File: config.mk
export PLATFORM = sky130hd
export DESIGN_NAME = xmr_decoder
export DESIGN_NICKNAME = d
export VERILOG_FILES = /design/src/rtl/xmr_decoder.sv
export SDC_FILE = /design/constraint.sdc
export NUM_CORES = 1
export LEC_CHECK = 0
export BUFFER_PORTS_ARGS = -buffer_cell sky130_fd_sc_hd__buf_2
export CORE_MARGIN = 2
export CORE_UTILIZATION = 25
export DETAILED_ROUTE_END_ITERATION = 10
export GPL_TIMING_DRIVEN = 0
export PLACE_DENSITY = 0.62
export SLEW_MARGIN = 20
export SYNTH_ARGS = -nofsm -noshare
export SYNTH_HDL_FRONTEND = slang
export SYNTH_SLANG_ARGS = --single-unit
File: constraint.sdc
create_clock -name clk -period 3.8 [get_ports clk]
set_clock_uncertainty 0.1 [all_clocks]
set_input_delay 0.76 -clock clk [delete_from_list [all_inputs] [get_ports clk]]
set_output_delay 0.76 -clock clk [all_outputs]
set_load 0.03 [all_outputs]
File: src/rtl/xmr_decoder.sv
module xmr_decoder #(
  parameter int AW          = 12,
  parameter int BUSY_CYCLES = 2
) (
  input  logic          clk,
  input  logic          rst_n,
  input  logic          cke,
  input  logic          cs_n,
  input  logic          ras_n,
  input  logic          cas_n,
  input  logic          we_n,
  input  logic [1:0]    bank_sel,
  input  logic [AW-1:0] addr,
  input  logic          banks_idle,
  output logic [2:0]    area_code,
  output logic [1:0]    drive_code,
  output logic          busy,
  output logic          err
);
  localparam int          CW        = $clog2(BUSY_CYCLES + 1);
  localparam logic [AW-1:0] USED    = AW'(7'h67);
  localparam logic [1:0]  DRV_RESET = 2'b01;
  localparam logic [2:0]  AREA_MAX  = 3'b010;

  logic [CW-1:0] busy_cnt;
  logic          active_cmd, ext_wr, fields_ok, accept, reject;

  assign active_cmd = !cs_n && !(ras_n && cas_n && we_n);
  assign ext_wr     = !cs_n && !ras_n && !cas_n && !we_n && bank_sel == 2'b10;
  assign fields_ok  = ((addr & ~USED) == '0) && (addr[2:0] <= AREA_MAX);
  assign accept     = ext_wr && !busy && banks_idle && cke && fields_ok;
  assign reject     = (busy && active_cmd) || (ext_wr && !accept);
  assign busy       = busy_cnt != '0;

  always_ff @(posedge clk or negedge rst_n) begin
    if (!rst_n) begin
      area_code  <= '0;
      drive_code <= DRV_RESET;
      busy_cnt   <= '0;
      err        <= 1'b0;
    end else begin
      err <= reject;
      if (accept) begin
        area_code  <= addr[2:0];
        drive_code <= addr[6:5];
        busy_cnt   <= CW'(BUSY_CYCLES);
      end else if (busy) begin
        busy_cnt <= busy_cnt - 1'b1;
      end
    end
  end

  p_busy_after_accept_r4: assert property (@(posedge clk) disable iff (!rst_n)
    accept |=> busy);
  p_busy_min_len_r4: assert property (@(posedge clk) disable iff (!rst_n)
    $rose(busy) |=> busy);
  p_hold_in_window_r5: assert property (@(posedge clk) disable iff (!rst_n)
    busy |=> ($stable(area_code) && $stable(drive_code)));
  p_err_keeps_reg_r10: assert property (@(posedge clk) disable iff (!rst_n)
    err |-> ($stable(area_code) && $stable(drive_code)));
  p_area_defined_r9: assert property (@(posedge clk) disable iff (!rst_n)
    area_code <= AREA_MAX);
  p_no_err_without_cmd_r10: assert property (@(posedge clk) disable iff (!rst_n)
    cs_n |=> !err);
endmodule

# Word level (Yosys, flattened, before mapping)

Index checks and enable logic that the tools add are counted.

Add/sub/neg operators: 1
Magnitude comparators: 1
Equal/unequal tests: 1
Multiplexer cells: 2
Reduce and logical (&&, ||, !) cells: 25

Operators with widths:

| operator                                             | number |
|---|---|
| logical AND 1 bit                                    | 14 |
| zero test 12 bit                                     | 1 |
| zero test 1 bit                                      | 7 |
| two-way mux 2 bit                                    | 2 |
| nonzero test 2 bit                                   | 2 |
| <= comparator 3 x 2 -> 1 bit (second input constant) | 1 |
| equality test 2 bit (second input constant)          | 1 |
| subtractor 2 x 1 -> 2 bit (second input constant)    | 1 |
| logical OR 1 bit                                     | 1 |

Register bits after elaboration: 8
Bits of input ports: 22
Output and inout bits: 7
Logic and storage cells: 34

# Depth between registers and ports, before layout

Gate-level depths: netlist of run 1.

Depth in word-level cells: 12
Depth in mapped cells: 6
Gate-level depth less buffers: 6

# Least setup slack after synthesis of run 1

No wires, ideal clock.

Path type: input port to flip-flop
Start point: input addr[4]
End point: register area_code[0]
Setup time: 0.125 ns
Data arrival time: 1.686 ns
Required time: 3.575 ns
Setup slack: 1.889 ns
Cell stages on the path: 4
Path buffers: 0
Path through: nor4b_2 nand4_2 nor2_4 mux2_4

Longest elaborated chain between the ends: 3

RTL lines:

| element                | line | text |
|---|---|---|
| start: declaration     | 13   | `input logic [AW-1:0] addr,` |
| zero test 12 bit       | 30   | `assign fields_ok = ((addr & ~USED) == '0) && (addr[2:0] <= AREA_MAX);` |
| logical AND 1 bit      | 30   |  |
| logical AND 1 bit      | 31   | `assign accept = ext_wr && !busy && banks_idle && cke && fields_ok;` |
| end signal: assignment | 44   | `area_code <= addr[2:0];` |
| end: declaration       | 15   | `output logic [2:0] area_code,` |

Every way passes these cells.
A chain may end at the register's enable or synchronous reset.

# Worst setup path after layout of run 1

Start point: register busy_cnt[0]
End point: output busy

Longest elaborated chain between the ends: 1

RTL lines:

| element                  | line | text |
|---|---|---|
| start: declaration       | 25   | `logic [CW-1:0] busy_cnt;` |
| start signal: assignment | 46   | `busy_cnt <= CW'(BUSY_CYCLES);` |
| start signal: assignment | 48   | `busy_cnt <= busy_cnt - 1'b1;` |
| nonzero test 2 bit       | 33   | `assign busy = busy_cnt != '0;` |
| end: declaration         | 17   | `output logic busy,` |

Every way passes these cells.

==> impl_metrics.tcl, run 1 <==
set metrics [dict create \
    syn_inst 32 \
    synth_edf_count 0 \
    fmax_mhz 482 \
    routed-wl-met3_um 63 \
    netSwitchingPower_uw 94.5 \
    clock_sinks 8 \
    relSlewSlack_pct 83.5 \
    overflow 0 \
    finalHoldViolations 0 \
    p_leak_nw 0.343 \
    final_common_cell "buf_2" \
    dpl-instance-area_um2 619 \
    coreArea_um2 1710 \
    cts_tree "built" \
    first_iter_violations 0 \
    h-tree-depth 1 \
    worst_r2r_path_depth 6 \
    grt_pass1_wl_mm 1.41 \
    synth_flop_cell "dfrtp_1" \
    post_drt_wl_per_cell_um 10.1 \
    syn-mean-instance-area_um2 14.0 \
    drc 0 \
    dr_wl_met2_um 451 \
    antenna_left 0 \
    grt_util_all_layers_pct 9.33 \
    wl_met1_um 387 \
    hold_buffers 0 \
    synth_area_leaders "dfrtp_1 (39%), mux2_4 (13%), dfstp_2 (5.9%), nor4b_4 (5.3%), nor4_4 (4.7%)" \
    antenna_cells 0 \
    cts.path.max_buffers 2 \
    worstPathRequired_ns 2.94 \
    start_kind "flip-flop" \
    grt_max_degree 9 \
    critPathCaptureType "output port" \
    die_area_um2 2150 \
    finalWirelength_um 902 \
    outcome "finished clean" \
    rsz0062_at_grt "no" \
    switching_share_pct 33.2 \
    tightestPinTransition_ns 0.247 \
    fin_crit_ns 2.07 \
    antenna_found_initial 0 \
    gp_congestion 0.630 \
    area_growth_pct 44.1 \
    top_layer_used "met3" \
    crit_type "flip-flop to output port" \
    cts.clk_slew.worst_paths_ns 0.05 \
    slew_viol_final 0 \
    synth_cell_types 20 \
    internal_power_uw 190 \
    clock_latency_ns 0.25 \
    powerDensity_nw_per_um2 440 \
    hp-class "input pin to asynchronous set/reset pin" \
    path_max_fanout 4 \
    synth_nets 55 \
    yosysSeqAreaShare_pct 45.0 \
    ys_warn_count 0 \
    netlist_area_um2 448 \
    peakVddDrop_v 0.000150 \
    port_buffers 28 \
    fin_area_um2 646 \
    ctsResizeCount 0 \
    async_flop_share_pct 100 \
    ys_seq_elements 8 \
    cts_setup_buffers 0 \
    tns_ns 0 \
    netlist.area_leader.share_pct 39.1 \
    seqPwrFrac_pct 37.4 \
    dr.pass1.iters 1 \
    cts_buffers 3 \
    dp_cells 85 \
    finalNetCount 88 \
    yosysTopAreaCell "dfrtp_1" \
    start_util_pct 26.2 \
    dieHeight_um 46.3 \
    post_drt_via_cell_ratio 4.16 \
    fp.dieW_um 46.3 \
    layout_common_cells "buf_2 (28), dfrtp_1 (7), inv_1 (4), mux2_4 (4), clkbuf_4 (3)" \
    drive_gt1_share_pct 65.6 \
    fin_crit_sh_pct 54.6 \
    cap_violations 0 \
    num_vias 370 \
    grt_pass1_vias 338 \
    pin_count 29 \
    fin_cells 89 \
    p_clk_share_pct 23.9 \
    root_buffer "clkbuf_4" \
    combPwrFrac_pct 38.6 \
    arrival_ns 1.21 \
    rows 15 \
    setup_viol 0 \
]
==> Yosys cell counts, drive strengths merged (2+ instances only) <==
master	n
dfrtp	7
inv	4
mux2	4
nor2	2
nor4b	2
==> cell type report <==
class	instances	area, um^2
Tap cell	25	31.3
Sequential cell	8	201
Timing Repair Buffer	28	140
Clock buffer	4	26.3
Multi-Input combinational cell	20	231
Fill cell	177	1060
Inverter	4	15.0
==> power groups by stage <==
stage,Sequential (mW),Combinational [mW],Clock [mW]
after floorplan,0.113,0.0693,0
after global placement,0.108,0.106,0
after detailed placement,0.108,0.111,0
after CTS,0.107,0.111,0.0715
after global routing,0.108,0.124,0.0768
final,0.106,0.110,0.0681
==> per-layer routing <==
layer	up-vias	global-route usage, %
met1	173	12.4
met4	0	5.14
met2	16	14.2
li1	181	-
met3	0	1.57
met5	-	0
==> flip-flops by register name, summed over array words and instances (netlist names) <==
signal	cells
area_code	3
busy_cnt	2
drive_code	2
err	1
==> logic make-up (layout without fill, tap and decap cells) <==
kind of cell	Yosys count	in the layout	synth area share [%]
buf+inv	4	36	3.35
fa+ha+maj	1	1	2.79
mux	5	5	15.6
flops	8	8	45.0
compound gates	2	2	4.19
simple gates	11	11	27.1
xor+xnor	1	1	1.96
==> path summary, 6_finish.rpt <==
kind	start	end	slack, ns
setup reg to reg	busy_cnt[0]	drive_code[1]	1.91
hold reg to reg	area_code[2]	area_code[2]	0.41
max in group asynchronous	rst_n	drive_code[0]	3.12
setup / recovery	busy_cnt[0]	busy	1.73
hold / removal	rst_n	area_code[2]	0.24
min in group clk	area_code[2]	area_code[2]	0.41
==> metrics by stage <==
step	utilization, %	power, mW	worst slack [ns]	hold WS [ns]
global placement	36.3	0.214	1.69	0.379
detailed placement	36.3	0.219	1.67	0.391
global route	37.8	0.309	1.64	0.238
CTS	37.8	0.289	1.71	0.234
finish	37.8	0.284	1.73	0.241
floorplan	-	0.182	1.89	0.364
==> worst max-delay path, cell delays in order (launching register included) <==
cell	delay (ns)
dfrtp_1	0.39
inv_1	0.06
ha_1	0.25
inv_1	0.09
buf_2	0.18
(Power assumes the default switching activity.)
==> inputs of run 2 (changes only) <==
==> constraint.sdc (replaced) <==
create_clock -name clk -period 2 [get_ports clk]
set_clock_uncertainty 0.1 [all_clocks]
set_input_delay 0.4 -clock clk [delete_from_list [all_inputs] [get_ports clk]]
set_output_delay 0.4 -clock clk [all_outputs]
set_load 0.03 [all_outputs]
==> impl_metrics.tcl, run 2 (synthesis gave the netlist of run 1 again) <==
set metrics [dict create \
    peakVddDrop_v 0.000284 \
    setup_viol 0 \
    clock_latency_ns 0.25 \
    drc 0 \
    root_buffer "clkbuf_4" \
    rsz0062_at_grt "no" \
    hp-class "input pin to flip-flop" \
    p_clk_share_pct 24.0 \
    dpl-instance-area_um2 619 \
    cts.path.max_buffers 2 \
    largest_reg_flops 3 \
    first_iter_violations 1 \
    power.total_uw 545 \
    fp.dieW_um 46.3 \
    finalWirelength_um 897 \
    outcome "finished clean" \
    p_leak_nw 0.346 \
    seqPwrFrac_pct 37.1 \
    relSlewSlack_pct 83.4 \
    top_layer_used "met3" \
    cts_buffers 3 \
    num_vias 376 \
    cts_tree "built" \
    crit_type "flip-flop to flip-flop" \
    pin_count 29 \
    port_buffers 28 \
    dp_cells 85 \
    fin_area_um2 658 \
    cap_violations 0 \
    die_area_um2 2150 \
    antenna_found_initial 0 \
    cts_setup_buffers 0 \
    post_drt_wl_per_cell_um 9.97 \
    fmax_mhz 539 \
    netSwitchingPower_uw 180 \
    wl_met1_um 386 \
    cts.clk_slew.worst_paths_ns 0.05 \
    clock_sinks 8 \
    crit_path_max_incr_delay_ns 0.39 \
    tightestPinTransition_ns 0.248 \
    tns_ns 0 \
    fin_crit_sh_pct 92.8 \
    path_max_fanout 7 \
    fin_crit_ns 1.86 \
    fin_cells 90 \
    finalHoldViolations 0 \
    drive_gt1_share_pct 66.2 \
    grt_pass1_wl_mm 1.41 \
    top_regs "area_code: 3 flops, busy_cnt: 2 flops, drive_code: 2 flops" \
    area_growth_pct 46.9 \
    powerDensity_nw_per_um2 828 \
    worstPathRequired_ns 2.03 \
    layout_common_cells "buf_2 (28), dfrtp_1 (7), inv_1 (4), mux2_4 (4), clkbuf_4 (3)" \
    grt_util_all_layers_pct 9.33 \
    slew_viol_final 0 \
    internal_power_uw 365 \
    post_drt_via_cell_ratio 4.18 \
    start_kind "flip-flop" \
    grt_pass1_vias 338 \
    dr_wl_met2_um 446 \
    critPathCaptureType "flip-flop" \
    routed-wl-met3_um 64 \
    antenna_cells 0 \
    worstPathCellList "inv_1, ha_2, nor4b_4, nand4_2, nor2_4, mux2_4" \
    overflow 0 \
    h-tree-depth 1 \
    switching_share_pct 33.0 \
    dr.pass1.iters 2 \
    start_util_pct 26.2 \
    top_register "area_code" \
    coreArea_um2 1710 \
    finalNetCount 89 \
    slowest_stage "dfrtp_1" \
    final_common_cell "buf_2" \
    gp_congestion 0.630 \
    arrival_ns 1.89 \
    dieHeight_um 46.3 \
    rows 15 \
    combPwrFrac_pct 38.9 \
    antenna_left 0 \
    grt_max_degree 9 \
]
-- run 2: changes by cell type in the layout (fill, tap and decap cells not counted), sizes merged --
cell | before | now
dlygate4sd3 | 0 | 1
-- run 2: path summary, 6_finish.rpt --
| path | startpoint | end | slack (ns) | cells past startpoint |
|---|---|---|---|---|
| hold reg to reg | area_code[2] | area_code[2] | 0.41 | 1 |
| setup / recovery | busy_cnt[0] | drive_code[1] | 0.14 | 6 |
| max in group asynchronous | rst_n | drive_code[0] | 1.15 | 2 |
| min in group asynchronous | rst_n | area_code[1] | 0.42 | 2 |
| setup reg to reg | busy_cnt[0] | drive_code[1] | 0.14 | 6 |
| hold / removal | addr[5] | drive_code[0] | 0.28 | 2 |
-- run 2: final cells by class --
| type | instances | area, um^2 |
|---|---|---|
| Inverter | 4 | 15.0 |
| Multi-Input combinational cell | 20 | 234 |
| Clock buffer | 4 | 26.3 |
| Timing Repair Buffer | 29 | 150 |
| Tap cell | 25 | 31.3 |
| Fill cell | 178 | 1050 |
| Sequential cell | 8 | 201 |
-- run 2: worst max-delay path, delay by kind of cell (launching register included) --
family	cells	cell delay, ns
multiplexers	1	0.33
adder cells (fa/ha/maj)	1	0.22
flip-flops	1	0.39
AND/OR/NAND/NOR	3	0.64
buffers and inverters	1	0.06
-- run 2: per-layer routing --
metal  GRT usage, %  vias up
met5              0        -
met4           5.14        0
met3           1.57        0
met2           14.2       18
met1           12.4      177
li1               -      181
-- run 2: through the flow --
| step | util [%] | setup slack [ns] | hold slack, ns |
|---|---|---|---|
| floorplan | - | 0.283 | 0.00441 |
| global placement | 36.3 | 0.136 | 0.146 |
| detailed placement | 36.3 | 0.0976 | 0.147 |
| CTS | 38.4 | 0.0855 | 0.278 |
| global route | 38.5 | 0.0375 | 0.287 |
| finish | 38.5 | 0.144 | 0.283 |
-- run 2: repair_timing --
item	CTS	global route
endpoints found under the setup margin	0	3
gates resized for setup	0	1
hold buffers	1	0
endpoints found under the hold margin	7	0
-- run 2: power by group through the flow --
| stage | clock network (mW) | registers (mW) | logic (mW) |
|---|---|---|---|
| after floorplan | 0 | 0.214 | 0.132 |
| after global placement | 0 | 0.205 | 0.201 |
| after detailed placement | 0 | 0.205 | 0.210 |
| after CTS | 0.136 | 0.203 | 0.212 |
| after global routing | 0.146 | 0.205 | 0.238 |
| final | 0.131 | 0.202 | 0.212 |
